## src/rtl/flash_op_pkg.sv

```systemverilog
package flash_op_pkg;

   typedef enum logic [1:0] {
      OP_NONE = 2'b00,
      OP_PROG = 2'b01,
      OP_SECT = 2'b10,
      OP_CHIP = 2'b11
   } op_e;

   typedef enum logic [1:0] {
      PH_IDLE,
      PH_PROG,
      PH_ZERO,
      PH_ERASE
   } phase_e;

endpackage

```

## src/rtl/op_timer.sv

```systemverilog
module op_timer #(
   parameter int CNT_W = 8
) (
   input  logic             clk,
   input  logic             rst_n,
   input  logic             load_i,
   input  logic [CNT_W-1:0] load_val_i,
   input  logic             run_i,
   output logic             expire_o
);

   logic [CNT_W-1:0] cnt_q;

   // Load takes priority over counting, so the count restarts on every new phase
   always_ff @(posedge clk or negedge rst_n) begin
      if (!rst_n) begin
         cnt_q <= '0;
      end else if (load_i) begin
         cnt_q <= load_val_i;
      end else if (run_i && (cnt_q != '0)) begin
         cnt_q <= cnt_q - CNT_W'(1);
      end
   end

   assign expire_o = run_i && (cnt_q == '0);

   // a running count never jumps up unless it is reloaded
   a_r10_count_monotonic: assert property (@(posedge clk) disable iff (!rst_n)
      (!load_i && run_i) |=> (cnt_q <= $past(cnt_q)));

endmodule

```

## src/rtl/op_sequencer.sv

```systemverilog
module op_sequencer
   import flash_op_pkg::*;
#(
   parameter int ADDR_W   = 17,
   parameter int DATA_W   = 8,
   parameter int SECT_W   = 8,
   parameter int PROG_CYC = 20,
   parameter int SECT_CYC = 500,
   parameter int ZERO_CYC = 40,
   parameter int POLL_BIT = 7,
   parameter int CNT_W    = 9
) (
   input  logic              clk,
   input  logic              rst_n,
   input  logic              start_i,
   input  logic [1:0]        op_i,
   input  logic [ADDR_W-1:0] addr_i,
   input  logic [DATA_W-1:0] data_i,
   input  logic              expire_i,
   output logic              busy_o,
   output logic              load_o,
   output logic [CNT_W-1:0]  load_val_o,
   output logic              ref_bit_o,
   output logic              arr_pgm_o,
   output logic [ADDR_W-1:0] arr_addr_o,
   output logic [DATA_W-1:0] arr_data_o,
   output logic              arr_fill_o,
   output logic [DATA_W-1:0] arr_fill_val_o,
   output logic [SECT_W-1:0] arr_sect_o
);

   localparam logic [SECT_W-1:0] LAST_SECT = '1;
   localparam logic [CNT_W-1:0]  PROG_LD   = CNT_W'(PROG_CYC - 1);
   localparam logic [CNT_W-1:0]  SECT_LD   = CNT_W'(SECT_CYC - 1);
   localparam logic [CNT_W-1:0]  ZERO_LD   = CNT_W'(ZERO_CYC - 1);

   phase_e            ph_q, ph_d;
   logic              chip_q;
   logic [SECT_W-1:0] sect_q, sect_d;
   logic [ADDR_W-1:0] tgt_addr_q;
   logic [DATA_W-1:0] tgt_data_q;
   op_e               op_w;
   logic              accept;

   assign op_w   = op_e'(op_i);
   assign accept = start_i && (ph_q == PH_IDLE) && (op_w != OP_NONE);

   always_comb begin
      ph_d           = ph_q;
      sect_d         = sect_q;
      load_o         = 1'b0;
      load_val_o     = PROG_LD;
      arr_pgm_o      = 1'b0;
      arr_fill_o     = 1'b0;
      arr_fill_val_o = '1;
      case (ph_q)
         PH_IDLE: begin
            if (accept) begin
               load_o = 1'b1;
               case (op_w)
                  OP_PROG: begin
                     ph_d       = PH_PROG;
                     load_val_o = PROG_LD;
                  end
                  OP_SECT: begin
                     ph_d       = PH_ERASE;
                     sect_d     = addr_i[ADDR_W-1 -: SECT_W];
                     load_val_o = SECT_LD;
                  end
                  default: begin
                     ph_d       = PH_ZERO;
                     sect_d     = '0;
                     load_val_o = ZERO_LD;
                  end
               endcase
            end
         end
         PH_PROG: begin
            if (expire_i) begin
               arr_pgm_o = 1'b1;
               ph_d      = PH_IDLE;
            end
         end
         PH_ZERO: begin
            if (expire_i) begin
               arr_fill_o     = 1'b1;
               arr_fill_val_o = '0;
               load_o         = 1'b1;
               if (sect_q == LAST_SECT) begin
                  ph_d       = PH_ERASE;
                  sect_d     = '0;
                  load_val_o = SECT_LD;
               end else begin
                  sect_d     = sect_q + SECT_W'(1);
                  load_val_o = ZERO_LD;
               end
            end
         end
         default: begin
            if (expire_i) begin
               arr_fill_o     = 1'b1;
               arr_fill_val_o = '1;
               if (chip_q && (sect_q != LAST_SECT)) begin
                  sect_d     = sect_q + SECT_W'(1);
                  load_o     = 1'b1;
                  load_val_o = SECT_LD;
               end else begin
                  ph_d = PH_IDLE;
               end
            end
         end
      endcase
   end

   always_ff @(posedge clk or negedge rst_n) begin
      if (!rst_n) begin
         ph_q       <= PH_IDLE;
         sect_q     <= '0;
         chip_q     <= 1'b0;
         tgt_addr_q <= '0;
         tgt_data_q <= '0;
      end else begin
         ph_q   <= ph_d;
         sect_q <= sect_d;
         if (accept) begin
            chip_q     <= (op_w == OP_CHIP);
            tgt_addr_q <= addr_i;
            tgt_data_q <= data_i;
         end
      end
   end

   assign busy_o     = (ph_q != PH_IDLE);
   assign ref_bit_o  = (ph_q == PH_PROG) ? tgt_data_q[POLL_BIT] : 1'b1;
   assign arr_addr_o = tgt_addr_q;
   assign arr_data_o = tgt_data_q;
   assign arr_sect_o = sect_q;

   // busy only ever begins after a start request
   a_r2_busy_after_start: assert property (@(posedge clk) disable iff (!rst_n)
      $rose(busy_o) |-> $past(start_i));

   // array strobes only inside a busy period
   a_r3_strobe_in_busy: assert property (@(posedge clk) disable iff (!rst_n)
      (arr_pgm_o || arr_fill_o) |-> busy_o);

   // never a program and a fill in the same cycle
   a_r3_one_action: assert property (@(posedge clk) disable iff (!rst_n)
      !(arr_pgm_o && arr_fill_o));

   // every busy period closes on an array action
   a_r3_end_on_action: assert property (@(posedge clk) disable iff (!rst_n)
      $fell(busy_o) |-> $past(arr_pgm_o || arr_fill_o));

   // a start while busy leaves the latched target alone
   a_r9_start_ignored: assert property (@(posedge clk) disable iff (!rst_n)
      (busy_o && start_i) |=> ($stable(tgt_addr_q) && $stable(tgt_data_q)));

endmodule

```

## src/rtl/status_mux.sv

```systemverilog
module status_mux #(
   parameter int DATA_W     = 8,
   parameter int POLL_BIT   = 7,
   parameter int TOGGLE_BIT = 6
) (
   input  logic              clk,
   input  logic              rst_n,
   input  logic              busy_i,
   input  logic              rd_i,
   input  logic              ref_bit_i,
   input  logic [DATA_W-1:0] arr_rdata_i,
   output logic [DATA_W-1:0] rdata_o
);

   logic tgl_q;

   always_ff @(posedge clk or negedge rst_n) begin
      if (!rst_n) begin
         tgl_q <= 1'b0;
      end else if (busy_i && rd_i) begin
         tgl_q <= ~tgl_q;
      end
   end

   for (genvar b = 0; b < DATA_W; b++) begin : g_bit
      if (b == POLL_BIT) begin : g_poll
         assign rdata_o[b] = busy_i ? ~ref_bit_i : arr_rdata_i[b];
      end else if (b == TOGGLE_BIT) begin : g_tgl
         assign rdata_o[b] = busy_i ? tgl_q : arr_rdata_i[b];
      end else begin : g_pass
         assign rdata_o[b] = arr_rdata_i[b];
      end
   end

   // every busy read inverts the toggle flag
   a_r5_toggle_on_read: assert property (@(posedge clk) disable iff (!rst_n)
      (busy_i && rd_i) |=> (tgl_q != $past(tgl_q)));

   // the flag holds while idle
   a_r5_toggle_hold_idle: assert property (@(posedge clk) disable iff (!rst_n)
      !busy_i |=> $stable(tgl_q));

endmodule

```

## src/rtl/flash_op_status.sv

```systemverilog
module flash_op_status
   import flash_op_pkg::*;
#(
   parameter int ADDR_W     = 17,
   parameter int DATA_W     = 8,
   parameter int SECT_W     = 8,
   parameter int PROG_CYC   = 20,
   parameter int SECT_CYC   = 500,
   parameter int ZERO_CYC   = 40,
   parameter int POLL_BIT   = 7,
   parameter int TOGGLE_BIT = 6
) (
   input  logic              clk,
   input  logic              rst_n,
   input  logic              start_i,
   input  logic [1:0]        op_i,
   input  logic [ADDR_W-1:0] addr_i,
   input  logic [DATA_W-1:0] data_i,
   input  logic              rd_i,
   input  logic [DATA_W-1:0] arr_rdata_i,
   output logic              busy_o,
   output logic [DATA_W-1:0] rdata_o,
   output logic              arr_pgm_o,
   output logic [ADDR_W-1:0] arr_addr_o,
   output logic [DATA_W-1:0] arr_data_o,
   output logic              arr_fill_o,
   output logic [DATA_W-1:0] arr_fill_val_o,
   output logic [SECT_W-1:0] arr_sect_o
);

   localparam int MAX_PS  = (PROG_CYC > SECT_CYC) ? PROG_CYC : SECT_CYC;
   localparam int MAX_CYC = (MAX_PS > ZERO_CYC) ? MAX_PS : ZERO_CYC;
   localparam int CNT_W   = (MAX_CYC > 1) ? $clog2(MAX_CYC) : 1;

   if (PROG_CYC < 1 || SECT_CYC < 1 || ZERO_CYC < 1) begin : g_bad_cyc
      $error("durations must be at least one cycle");
   end
   if (SECT_W < 1 || SECT_W >= ADDR_W) begin : g_bad_sect
      $error("SECT_W must lie in 1..ADDR_W-1");
   end
   if (DATA_W < 2 || POLL_BIT >= DATA_W || TOGGLE_BIT >= DATA_W ||
       POLL_BIT == TOGGLE_BIT) begin : g_bad_bits
      $error("status bit positions invalid for DATA_W");
   end

   logic             load_w;
   logic [CNT_W-1:0] load_val_w;
   logic             expire_w;
   logic             ref_bit_w;
   logic             busy_w;

   op_timer #(.CNT_W(CNT_W)) u_timer (
      .clk        (clk),
      .rst_n      (rst_n),
      .load_i     (load_w),
      .load_val_i (load_val_w),
      .run_i      (busy_w),
      .expire_o   (expire_w)
   );

   op_sequencer #(
      .ADDR_W   (ADDR_W),
      .DATA_W   (DATA_W),
      .SECT_W   (SECT_W),
      .PROG_CYC (PROG_CYC),
      .SECT_CYC (SECT_CYC),
      .ZERO_CYC (ZERO_CYC),
      .POLL_BIT (POLL_BIT),
      .CNT_W    (CNT_W)
   ) u_seq (
      .clk            (clk),
      .rst_n          (rst_n),
      .start_i        (start_i),
      .op_i           (op_i),
      .addr_i         (addr_i),
      .data_i         (data_i),
      .expire_i       (expire_w),
      .busy_o         (busy_w),
      .load_o         (load_w),
      .load_val_o     (load_val_w),
      .ref_bit_o      (ref_bit_w),
      .arr_pgm_o      (arr_pgm_o),
      .arr_addr_o     (arr_addr_o),
      .arr_data_o     (arr_data_o),
      .arr_fill_o     (arr_fill_o),
      .arr_fill_val_o (arr_fill_val_o),
      .arr_sect_o     (arr_sect_o)
   );

   status_mux #(
      .DATA_W     (DATA_W),
      .POLL_BIT   (POLL_BIT),
      .TOGGLE_BIT (TOGGLE_BIT)
   ) u_mux (
      .clk         (clk),
      .rst_n       (rst_n),
      .busy_i      (busy_w),
      .rd_i        (rd_i),
      .ref_bit_i   (ref_bit_w),
      .arr_rdata_i (arr_rdata_i),
      .rdata_o     (rdata_o)
   );

   assign busy_o = busy_w;

endmodule

```

## config.mk

```make
export PLATFORM = sky130hd
export DESIGN_NAME = flash_op_status
export DESIGN_NICKNAME = d
export VERILOG_FILES = /design/src/rtl/flash_op_pkg.sv /design/src/rtl/op_timer.sv /design/src/rtl/op_sequencer.sv /design/src/rtl/status_mux.sv /design/src/rtl/flash_op_status.sv
export SDC_FILE = /design/constraint.sdc
export NUM_CORES = 1
export LEC_CHECK = 0
export ABC_AREA = 1
export BUFFER_PORTS_ARGS = -buffer_cell sky130_fd_sc_hd__buf_2
export CAP_MARGIN = 15
export CELL_PAD_IN_SITES_DETAIL_PLACEMENT = 2
export CELL_PAD_IN_SITES_GLOBAL_PLACEMENT = 2
export CORE_MARGIN = 5
export CORE_UTILIZATION = 25
export DETAILED_ROUTE_END_ITERATION = 8
export PLACE_DENSITY_LB_ADDON = 0.05
export SYNTH_ARGS = -nofsm -noshare
export SYNTH_HDL_FRONTEND = slang
export SYNTH_SLANG_ARGS = --single-unit
export TNS_END_PERCENT = 1
```

## constraint.sdc

```tcl
create_clock -name clk -period 1.9 [get_ports clk]
set_clock_uncertainty 0.1 [all_clocks]
set_input_delay 0.095 -clock clk [delete_from_list [all_inputs] [get_ports clk]]
set_output_delay 0.095 -clock clk [all_outputs]
set_load 0.01 [all_outputs]
```

* After elaboration in Yosys (flattened, before gate mapping)
Cells that the tools add are included.
** Word-level totals
- Bits in registers :: 46
- Input bits :: 39
- Output and inout port bits :: 52
- Word-level logic and storage cells :: 78
** Cells by class
- Add/subtract/negate cells :: 2
- Eq/ne operators :: 13
- Muxes and demuxes :: 36
- Bitwise gates (word level) :: 3
- Reductions and logical operators :: 17
** Operator list (count)
- 9-bit 2-to-1 mux :: 7
- 8-bit 2-to-1 mux :: 7
- 9-bit case mux with 3 select lines :: 1
- 8-bit case mux with 3 select lines :: 1
- 9-bit case mux with 2 select lines :: 1
- 8-bit case mux with 2 select lines :: 1
- 2-bit 2-to-1 mux :: 6
- 6-bit AND reduction :: 2
- 9-bit zero test :: 1
- 1-bit 2-to-1 mux :: 9
- 9-bit nonzero test :: 1
- 9-bit by 1-bit subtractor with 9-bit output, second input constant :: 1
- 8-bit by 1-bit adder with 8-bit output, second input constant :: 1
- 8-bit == test, second input constant :: 1
- 8-bit inequality test, second input constant :: 1
- 2-bit nonzero test :: 4
- 2-bit == test, second input constant :: 3
- 1-bit logical AND :: 6
- 2-bit inequality test, second input constant :: 3
- 2-bit case mux with 3 select lines :: 1
- 2-bit by 1-bit == test with 1-bit output, second input constant :: 2
- 2-bit by 1-bit inequality test with 1-bit output, second input constant :: 2
- 4-bit by 3-bit inequality test with 1-bit output, second input constant :: 1
- 2-bit case mux with 2 select lines :: 1
- 5 further kinds :: 7

* Depth between registers and ports, before layout
Gate-level depths: netlist of run 1.
- Depth after elaboration :: 6
- Mapped depth :: 12
- Gate-level depth less buffers :: 12

* Hierarchy
Synthesis of run 1 repeated with hierarchy kept, for this count alone.
** Second synthesis, totals
- Cell total of the unflattened synthesis :: 407
- Area total of the unflattened synthesis :: 2927.8 µm²
** Modules (own cells, without submodules)
- op_sequencer :: instances 1, cells each 295, area each 2168.3 µm², sequential area each 900.9 µm²
- op_timer :: instances 1, cells each 94, area each 645.6 µm², sequential area each 225.2 µm²
- status_mux :: instances 1, cells each 18, area each 113.9 µm², sequential area each 25.0 µm²

* Worst setup path after synthesis of run 1
Ideal clock, no wire load.
- Kind :: reg-to-reg
- Start :: register u_seq.ph_q[0]
- End :: register u_timer.cnt_q[8]
- Library setup time :: 0.117 ns
- Arrival time :: 1.738 ns
- Data required time :: 1.683 ns
- Setup slack :: -0.055 ns
- Stages on the path, launching flop included :: 11
- Buffers on the path :: 1
- Clock period less this slack :: 1.955 ns
- Path through :: dfrtp_1 inv_1 ha_1 clkbuf_1 nand4_2 nand2_1 nand2_1 nand3_2 nand3_1 nand2_1 nand2_1
** On the way
- Longest elaborated chain between the ends :: 6
- Elaborated cells on any way between the ends :: 18
- Those cells by class :: 2 x eq/ne; 9 x mux; 7 x reduce/logical
** RTL lines
- start: declaration :: line op_sequencer.sv:37 : phase_e ph_q, ph_d;
- start signal: assignment :: line op_sequencer.sv:123 : ph_q <= ph_d;
- 2-bit zero test :: line op_sequencer.sv:46, op_sequencer.sv:56
- 1-bit logical AND (2 in a row) :: line op_sequencer.sv:46 : assign accept = start_i && (ph_q == PH_IDLE) && (op_w != OP_NONE);
- 9-bit 2-to-1 mux or 1-bit 2-to-1 mux (tied branches) :: line op_sequencer.sv:58 : if (accept) begin
- 9-bit case mux with 3 select lines or 1-bit case mux with 3 select lines (tied branches) :: line op_sequencer.sv:56 : case (ph_q)
- 9-bit 2-to-1 mux or 2-bit nonzero test (tied branches)
- end signal: assignment :: line op_timer.sv:19 : cnt_q <= load_val_i;
- end signal: assignment :: line op_timer.sv:21 : cnt_q <= cnt_q - CNT_W'(1);
- end: declaration :: line op_timer.sv:12 : logic [CNT_W-1:0] cnt_q;
Several ways; a longest one is shown, not always the timed one.
A chain may end at the register's enable or synchronous reset.

* Worst setup path in the final report of run 1
- Start :: register u_timer.cnt_q[2]
- End :: register u_seq.sect_q[0] (netlist: u_seq.arr_sect_o[0])
** On the way
- Longest elaborated chain between the ends :: 4
- Elaborated cells on any way between the ends :: 5
- Those cells by class :: 1 x eq/ne; 4 x reduce/logical
** RTL lines
- 9-bit zero test * :: line op_timer.sv:25 : assign expire_o = run_i && (cnt_q == '0);
- 1-bit logical AND * :: line op_timer.sv:25
- 2-bit inequality test (no line) or 2-bit nonzero test (tied branches)
- 6-bit AND reduction (no line) *
- end signal: assignment :: line op_sequencer.sv:124 : sect_q <= sect_d;
- end: declaration :: line op_sequencer.sv:39 : logic [SECT_W-1:0] sect_q, sect_d;
Every way passes the cells marked *; elsewhere a longest branch is shown, timed or not.

==> out/results.txt, run 1 <==
Share of the synthesized area in the top cell type -> 43.85%
H-Tree Depth -> 2
Critical path capture point type -> flop
Reg2reg start -> u_timer.cnt_q[2]$_DFFE_PN0P_
All-Layer GR Usage -> 14.93%
Layout Cells excl Fill -> 620
Fraction of layout cells with a size suffix above 1 -> 36.36%
Synth unique cells -> 26
Max Cap Viol -> 0
Leading cell types by count after synthesis -> 130 x nand2_1, 46 x dfrtp_1, 31 x inv_1, 25 x o21ai_0, 21 x nor2_1
Worst skew pair latency -> 310 ps
Power Density -> 1412 nW/um2
Setup TNS -> -81.78 ps
Number of routed nets with antenna violations -> 0
Total power -> 5.586 mW
Worst setup path category -> reg -> reg
First-pass GRT wire length -> 15560 um
N_diodes -> 0
Via count -> 2739
Port buffer count -> 78
Slowest cell on the critical path -> dfrtp_2
Yosys reg bits -> 46
Mapped Area -> 2625 um2
Pre-Repair DR Iteration Count -> 4
Arrival time at the worst endpoint -> 2060 ps
Boundary Pins -> 91
Leakage power -> 2.089 nW
Clk root buf -> clkbuf_8
Worst Tran Pin Value -> 640.9 ps
Final Setup Violations -> 5
Die width -> 112.5 um
Slowest Stage Delay on Critical Path -> 460 ps
Flop2flop setup slack -> -20 ps
Dpl hpwl -> 6729 um
Failing checks -> setup timing
Final nets -> 533
FP Rows -> 37
Top post-synthesis cells by area -> dfrtp_1 44%, nand2_1 19%, ha_1 5.2%
Yosys warns -> 0
Synth area leader -> dfrtp_1
Mean Syn Cell Area -> 7.698 um2
RD Place Congestion -> 0.7485
Seq/Total Area, Yosys -> 43.85%
Drt wl/cell -> 15.01 um
Critical Path Sink -> u_seq.arr_sect_o[0]$_DFFE_PN0P_
Peak fanout along the critical path -> 8
CTS tree -> done
Final Cycle Share -> 101.2%
Post-synth EDFFs -> 0
Die area -> 12650 um2
Clk buf depth -> 2
DRC -> 0
Worst r2r dst -> u_seq.arr_sect_o[0]$_DFFE_PN0P_
Area after DPL -> 3425 um2
Layout area overhead -> 50.67%
Top_reg_cell synth -> dfrtp_1
RSZ-0062 raised after global routing -> true
CP required -> 2040 ps
Ys async rst share -> 100.0%
Slew HR -> 57.28%
Worst hold margin -> 90.00 ps
Clock Sinks -> 46
Worst setup SP type -> flop
Total CTS buffers -> 5
Die height -> 112.5 um
Mapped Cells -> 341
Placed cells -> 581
Hold Crit Class -> in -> out
Setup WS post-layout -> -23.35 ps
Routed WL -> 9306 um
Run status -> finished with violations
Core Region -> 10280 um2
Starting Density -> 25.54%
Final worst path period need -> 1923 ps
Clock transition at path regs -> 110 ps
Total gr overflow -> 0
Final Slew Violations -> 0
Finished Cell Area -> 3955 um2
Largest net degree at the start of global routing -> 47
Initial antenna violation count -> 0
Max Fclk -> 519.9 MHz
Drt via density -> 4.418
Syn nets -> 391
Vias in the first global route -> 3049
Crit. Startpoint -> u_timer.cnt_q[2]$_DFFE_PN0P_
Final count of hold timing violations -> 0
Reg2reg path depth -> 11
Count leader, synth -> nand2_1
Final design utilization -> 38.48%
Critical path, cell by cell -> nor2_4 > nand2_4 > nor2_4 > nand3_2 > buf_6 > o21ai_4 > nand2_2 > a21oi_4 > clkbuf_16 > nand2_2 > o21ai_1
Max VDD drop -> 0.4574 mV
Pre-CTS setup slack -> -112.6 ps
Number of DRC markers in iteration 0 -> 61
-- layer usage --
metal,vias to the layer above,wire (um),GRT usage [%]
li1,1338,-,-
met4,0,51,2.804
met3,4,423,3.450
met1,1349,4196,18.73
met5,-,0,0
met2,48,4635,26.34
-- critical path: cells and delay by family, from the launching register on --
family          cells  cell delay [ps]
simple gates        6              600
buf+inv             2              350
compound gates      3              330
flops               1              460
-- area by class of cell --
cell class | count | area (um2)
fill | 1224 | 6322
multi-input combinational | 242 | 1334
inverter | 32 | 122.6
clock inverter | 3 | 21.27
clock buffer | 5 | 68.82
tap | 136 | 170.2
sequential | 46 | 1154
timing repair buffer | 156 | 1085
-- worst min-delay path by stage --
stage	start	to	slack (ps)	depth (start not counted)
6_report	arr_rdata_i[2]	rdata_o[2]	90	0
5_1_grt	arr_rdata_i[0]	rdata_o[0]	90	0
4_1_cts	op_i[0]	u_seq.chip_q$_DFFE_PN0P_	80	4
3_5_place_dp	arr_rdata_i[1]	rdata_o[1]	90	0
3_3_place_gp	arr_rdata_i[1]	rdata_o[1]	90	0
2_1_floorplan	rst_n	u_mux.tgl_q$_DFFE_PN0P_	-300	0
-- power breakdown --
part / internal, mW / switching, mW
clock: 0.260 / 0.382
sequential: 1.42 / 0.274
combinational: 1.43 / 1.81
total: 3.12 / 2.47
-- cells in the final DEF, fill, tap and decap left out, types with 2 or more instances in the layout --
master           n
o21ai_0         16
buf_4           47
nand2_1        122
o21ai_2          3
a21oi_1          6
nand2_4          2
nand2_2          8
dfrtp_1         44
ha_4             2
o22ai_1          3
nor2_1          17
dfrtp_2          2
inv_1           26
o21ai_1          8
nand3_1         15
ha_2             2
nor2_2           5
clkbuf_8         5
ha_1             7
xor2_1           9
dlygate4sd3_1   27
xnor2_1          3
inv_2            5
nand3_4          2
buf_2           78
nor2_4           3
nand4_1          2
-- logic make-up (layout without fill, tap and decap cells) --
group | after synthesis | in the layout | share of synthesized area (%)
XOR/XNOR | 12 | 12 | 4.004
flip-flops | 46 | 46 | 43.85
AO/OA/AOI/OAI | 40 | 40 | 8.819
buffers and inverters | 53 | 196 | 9.723
AND/OR/NAND/NOR | 179 | 179 | 28.36
adder cells (fa/ha/maj) | 11 | 11 | 5.243
-- state kept, by name, summed over array words and instances (netlist names) --
signal / cells
u_seq.arr_sect_o: 8
u_seq.arr_addr_o: 17
u_mux.tgl_q: 1
u_timer.cnt_q: 9
u_seq.arr_data_o: 8
u_seq.chip_q: 1
u_seq.ph_q: 2
-- what timing repair did --
action	in CTS	in global routing
hold buffers	27	0
setup buffers	1	2
gates resized for setup	13	33
pin swaps	2	2
endpoints found under the hold margin	72	0
setup endpoints to repair	19	30
cloned	0	1
Note: power is estimated with default switching activity, not from simulation.
==> run 2: changes to the inputs <==
Settings changed: ABC_AREA 1 to not set, CORE_UTILIZATION 25 to 27.
==> out/results.txt, run 2 <==
Run status -> finished with violations
Failing checks -> setup timing
Flop2flop setup slack -> -280 ps (-260 ps)
Final Slew Violations -> 0 (unchanged)
CTS tree -> done
Max Cap Viol -> 0 (unchanged)
Most frequent cells in the layout -> 78 x buf_2, 51 x buf_4, 46 x dfrtp_1
Number of DRC markers in iteration 0 -> 24 (-61%)
Post-synth EDFFs -> 0 (unchanged)
Filler instances -> 1003 (-18%)
Top_reg_cell synth -> dfrtp_1
Routed WL -> 8782 um (-5.6%)
Worst skew pair latency -> 310 ps (about the same)
Pre-CTS setup slack -> -285.9 ps (-173.3 ps)
Synth unique cells -> 47 (+81%)
Dpl hpwl -> 6632 um (-1.4%)
Ys async rst share -> 100.0% (unchanged)
Yosys warns -> 0 (unchanged)
Die height -> 106.7 um (-5.1%)
Final nets -> 437 (-18%)
Largest net degree at the start of global routing -> 25 (-47%)
Layout Cells excl Fill -> 499 (-20%)
Worst hold margin -> 90.00 ps (+0.0006000 ps)
Vias in the first global route -> 2833 (-7.1%)
Starting Density -> 27.46% (+1.9 points)
N_diodes -> 0 (unchanged)
Sequential fraction of design power -> 54.6% (+24 points)
Power Internal -> 1.378 mW (-56%)
Mean Syn Cell Area -> 10.48 um2 (+36%)
Drt wl/cell -> 17.60 um (+17%)
Worst setup path category -> reg -> reg
Leakage power -> 1.904 nW (-8.9%)
Arrival time at the worst endpoint -> 2310 ps (+250 ps)
Seq/Total Area, Yosys -> 45.59% (+1.7 points)
Via count -> 2394 (-13%)
Drt via density -> 4.798 (+8.6%)
Psw -> 0.4482 mW (-82%)
Count leader, synth -> dfrtp_1
Die area -> 11390 um2 (-10%)
Setup WS post-layout -> -281.2 ps (-257.9 ps)
Critical Path Sink -> u_seq.ph_q[0]$_DFFE_PN0P_
Total gr overflow -> 0 (unchanged)
Final worst path period need -> 2181 ps (+257.9 ps)
Final count of hold timing violations -> 0 (unchanged)
Clk root buf -> clkbuf_8
Final Cycle Share -> 114.8% (+14 points)
FP Rows -> 35 (-5.4%)
Share of the synthesized area in the top cell type -> 45.59% (+1.7 points)
Reg2reg start -> u_timer.cnt_q[0]$_DFFE_PN0P_
Most common cell after layout, fill and taps aside -> buf_2
Peak fanout along the critical path -> 5 (-3)
Max Fclk -> 458.5 MHz (-12%)
Max VDD drop -> 0.2276 mV (-50%)
Slew HR -> 68.40% (+11 points)
Mapped Cells -> 241 (-29%)
Yosys reg bits -> 46 (unchanged)
Clock power frac -> 36.9% (+25 points)
CP required -> 2030 ps (about the same)
Total CTS buffers -> 5 (unchanged)
Crit. Startpoint -> u_timer.cnt_q[0]$_DFFE_PN0P_
Combinational power share -> 8.6% (-50 points)
Layout area overhead -> 53.07%
Sw Ratio -> 24.54% (-20 points)
Leading cell types by count after synthesis -> 46 x dfrtp_1, 27 x mux2_2, 20 x nor2_1, 15 x a21oi_1
Clock transition at path regs -> 100 ps (about the same)
First-pass GRT wire length -> 14560 um (-6.4%)
Power Density -> 472.6 nW/um2 (-67%)
Synth area leader -> dfrtp_1
Syn nets -> 291 (-26%)
Worst setup SP type -> flop
Port buffer count -> 78 (unchanged)
H-Tree Depth -> 2 (unchanged)
Max reg flops -> 17 (unchanged)
Boundary Pins -> 91 (unchanged)
Top post-synthesis cells by area -> dfrtp_1 46%, mux2_2 12%, ha_1 5.5%
Final Setup Violations -> 31 (+26)
Worst Tran Pin Value -> 473.0 ps (-167.8 ps)
Total power -> 1.827 mW (-67%)
Hold Crit Class -> in -> out
Setup TNS -> -4219 ps (-4137 ps)
RSZ-0062 raised after global routing -> true
Critical path capture point type -> flop
Clock Sinks -> 46 (unchanged)
Mapped Area -> 2525 um2 (-3.8%)
DRC -> 0 (unchanged)
Placed cells -> 462 (-20%)
Number of routed nets with antenna violations -> 0 (unchanged)
Fraction of layout cells with a size suffix above 1 -> 52.32% (+16 points)
Pre-Repair DR Iteration Count -> 4 (unchanged)
Reg2reg path depth -> 8 (-3)
All-Layer GR Usage -> 16.11% (+1.2 points)
Die width -> 106.7 um (-5.1%)
Core Region -> 9196 um2 (-11%)
Worst r2r dst -> u_seq.ph_q[0]$_DFFE_PN0P_
Hold Path Cell Cnt -> 0 (unchanged)
RD Place Congestion -> 0.7902 (+5.6%)
Initial antenna violation count -> 0 (unchanged)
Clk buf depth -> 2 (unchanged)
## run 2: cell count changes after synthesis, sizes merged, moves of 3 or more
cell	change
nor3	+5
o21ai	-15
xor2	-8
a21oi	+9
a32oi	+3
nand2	-120
and3	+4
inv	-18
clkbuf	-3
nand3	-14
mux2	+27
nor4	+4
nor2	-5
## run 2: layer usage
metal / vias up / part of all wire [%] / track usage [%]
met1: 1215 / 41 / 18.95
met5: - / 0 / 0
met3: 9 / 2.8 / 2.649
li1: 1135 / - / -
met2: 35 / 55 / 30.49
met4: 0 / 0.72 / 3.470
## run 2: cells by family (layout without fill, tap and decap cells)
logic type	after synthesis	after routing	synth area share, %
XOR/XNOR	5	5	1.734
AND/OR/NAND/NOR	64	64	13.78
multiplexers	29	29	12.83
adder cells (fa/ha/maj)	11	11	5.451
AO/OA/AOI/OAI	52	52	13.48
flip-flops	46	46	45.59
buffers and inverters	34	181	7.136
## run 2: layout make-up
cell class,instances,area (um2),area share [%]
flip-flops and latches,46,1151,29.78
inverters,14,52.55,1.360
clock buffers,6,82.58,2.137
multi-input cells,161,1338,34.61
repair buffers,159,1086,28.10
clock inverters,2,16.27,0.4208
well taps,111,138.9,3.593
## run 2: power by group through the flow
stage	clock, mW	combinational, mW	sequential (mW)
finish	0.674	0.156	0.996
detailed placement	0	0.116	1.02
floorplan	0	0.0473	1.01
CTS	0.709	0.160	0.997
global route	0.743	0.176	0.998
global placement	0	0.113	1.02
## run 2: worst min path at each step
| stage | start | to | slack [ps] |
|---|---|---|---|
| finish | arr_rdata_i[1] | rdata_o[1] | 90 |
| global route | arr_rdata_i[4] | rdata_o[4] | 90 |
| CTS | arr_rdata_i[1] | rdata_o[1] | 90 |
| detailed placement | rst_n | u_seq.arr_data_o[4]$_DFFE_PN0P_ | -60 |
| global placement | rst_n | u_seq.arr_data_o[1]$_DFFE_PN0P_ | -60 |
| floorplan | rst_n | u_mux.tgl_q$_DFFE_PN0P_ | -300 |
## run 2: what timing repair did
action                                  CTS  global route
gates cloned                              0             0
endpoints found under the hold margin    45             0
resized for setup                        19            14
pin swaps                                 3             8
setup buffers                             0             2
hold buffers                             27             0
endpoints found under the setup margin   58            51
## run 2: through the flow
step	util, %	instance area [um2]
floorplan	-	2562
global placement	36.60	3366
detailed placement	36.60	3366
CTS	41.16	3785
global route	42.03	3865
finish	42.03	3865
## run 2: critical path, stage by stage, from the launching register on
cell      delay, ps
dfrtp_1         400
inv_2            80
ha_4            130
or4b_4          480
nor3_4          240
buf_6           160
nor2_4           40
a211oi_4        260
mux2i_1         230
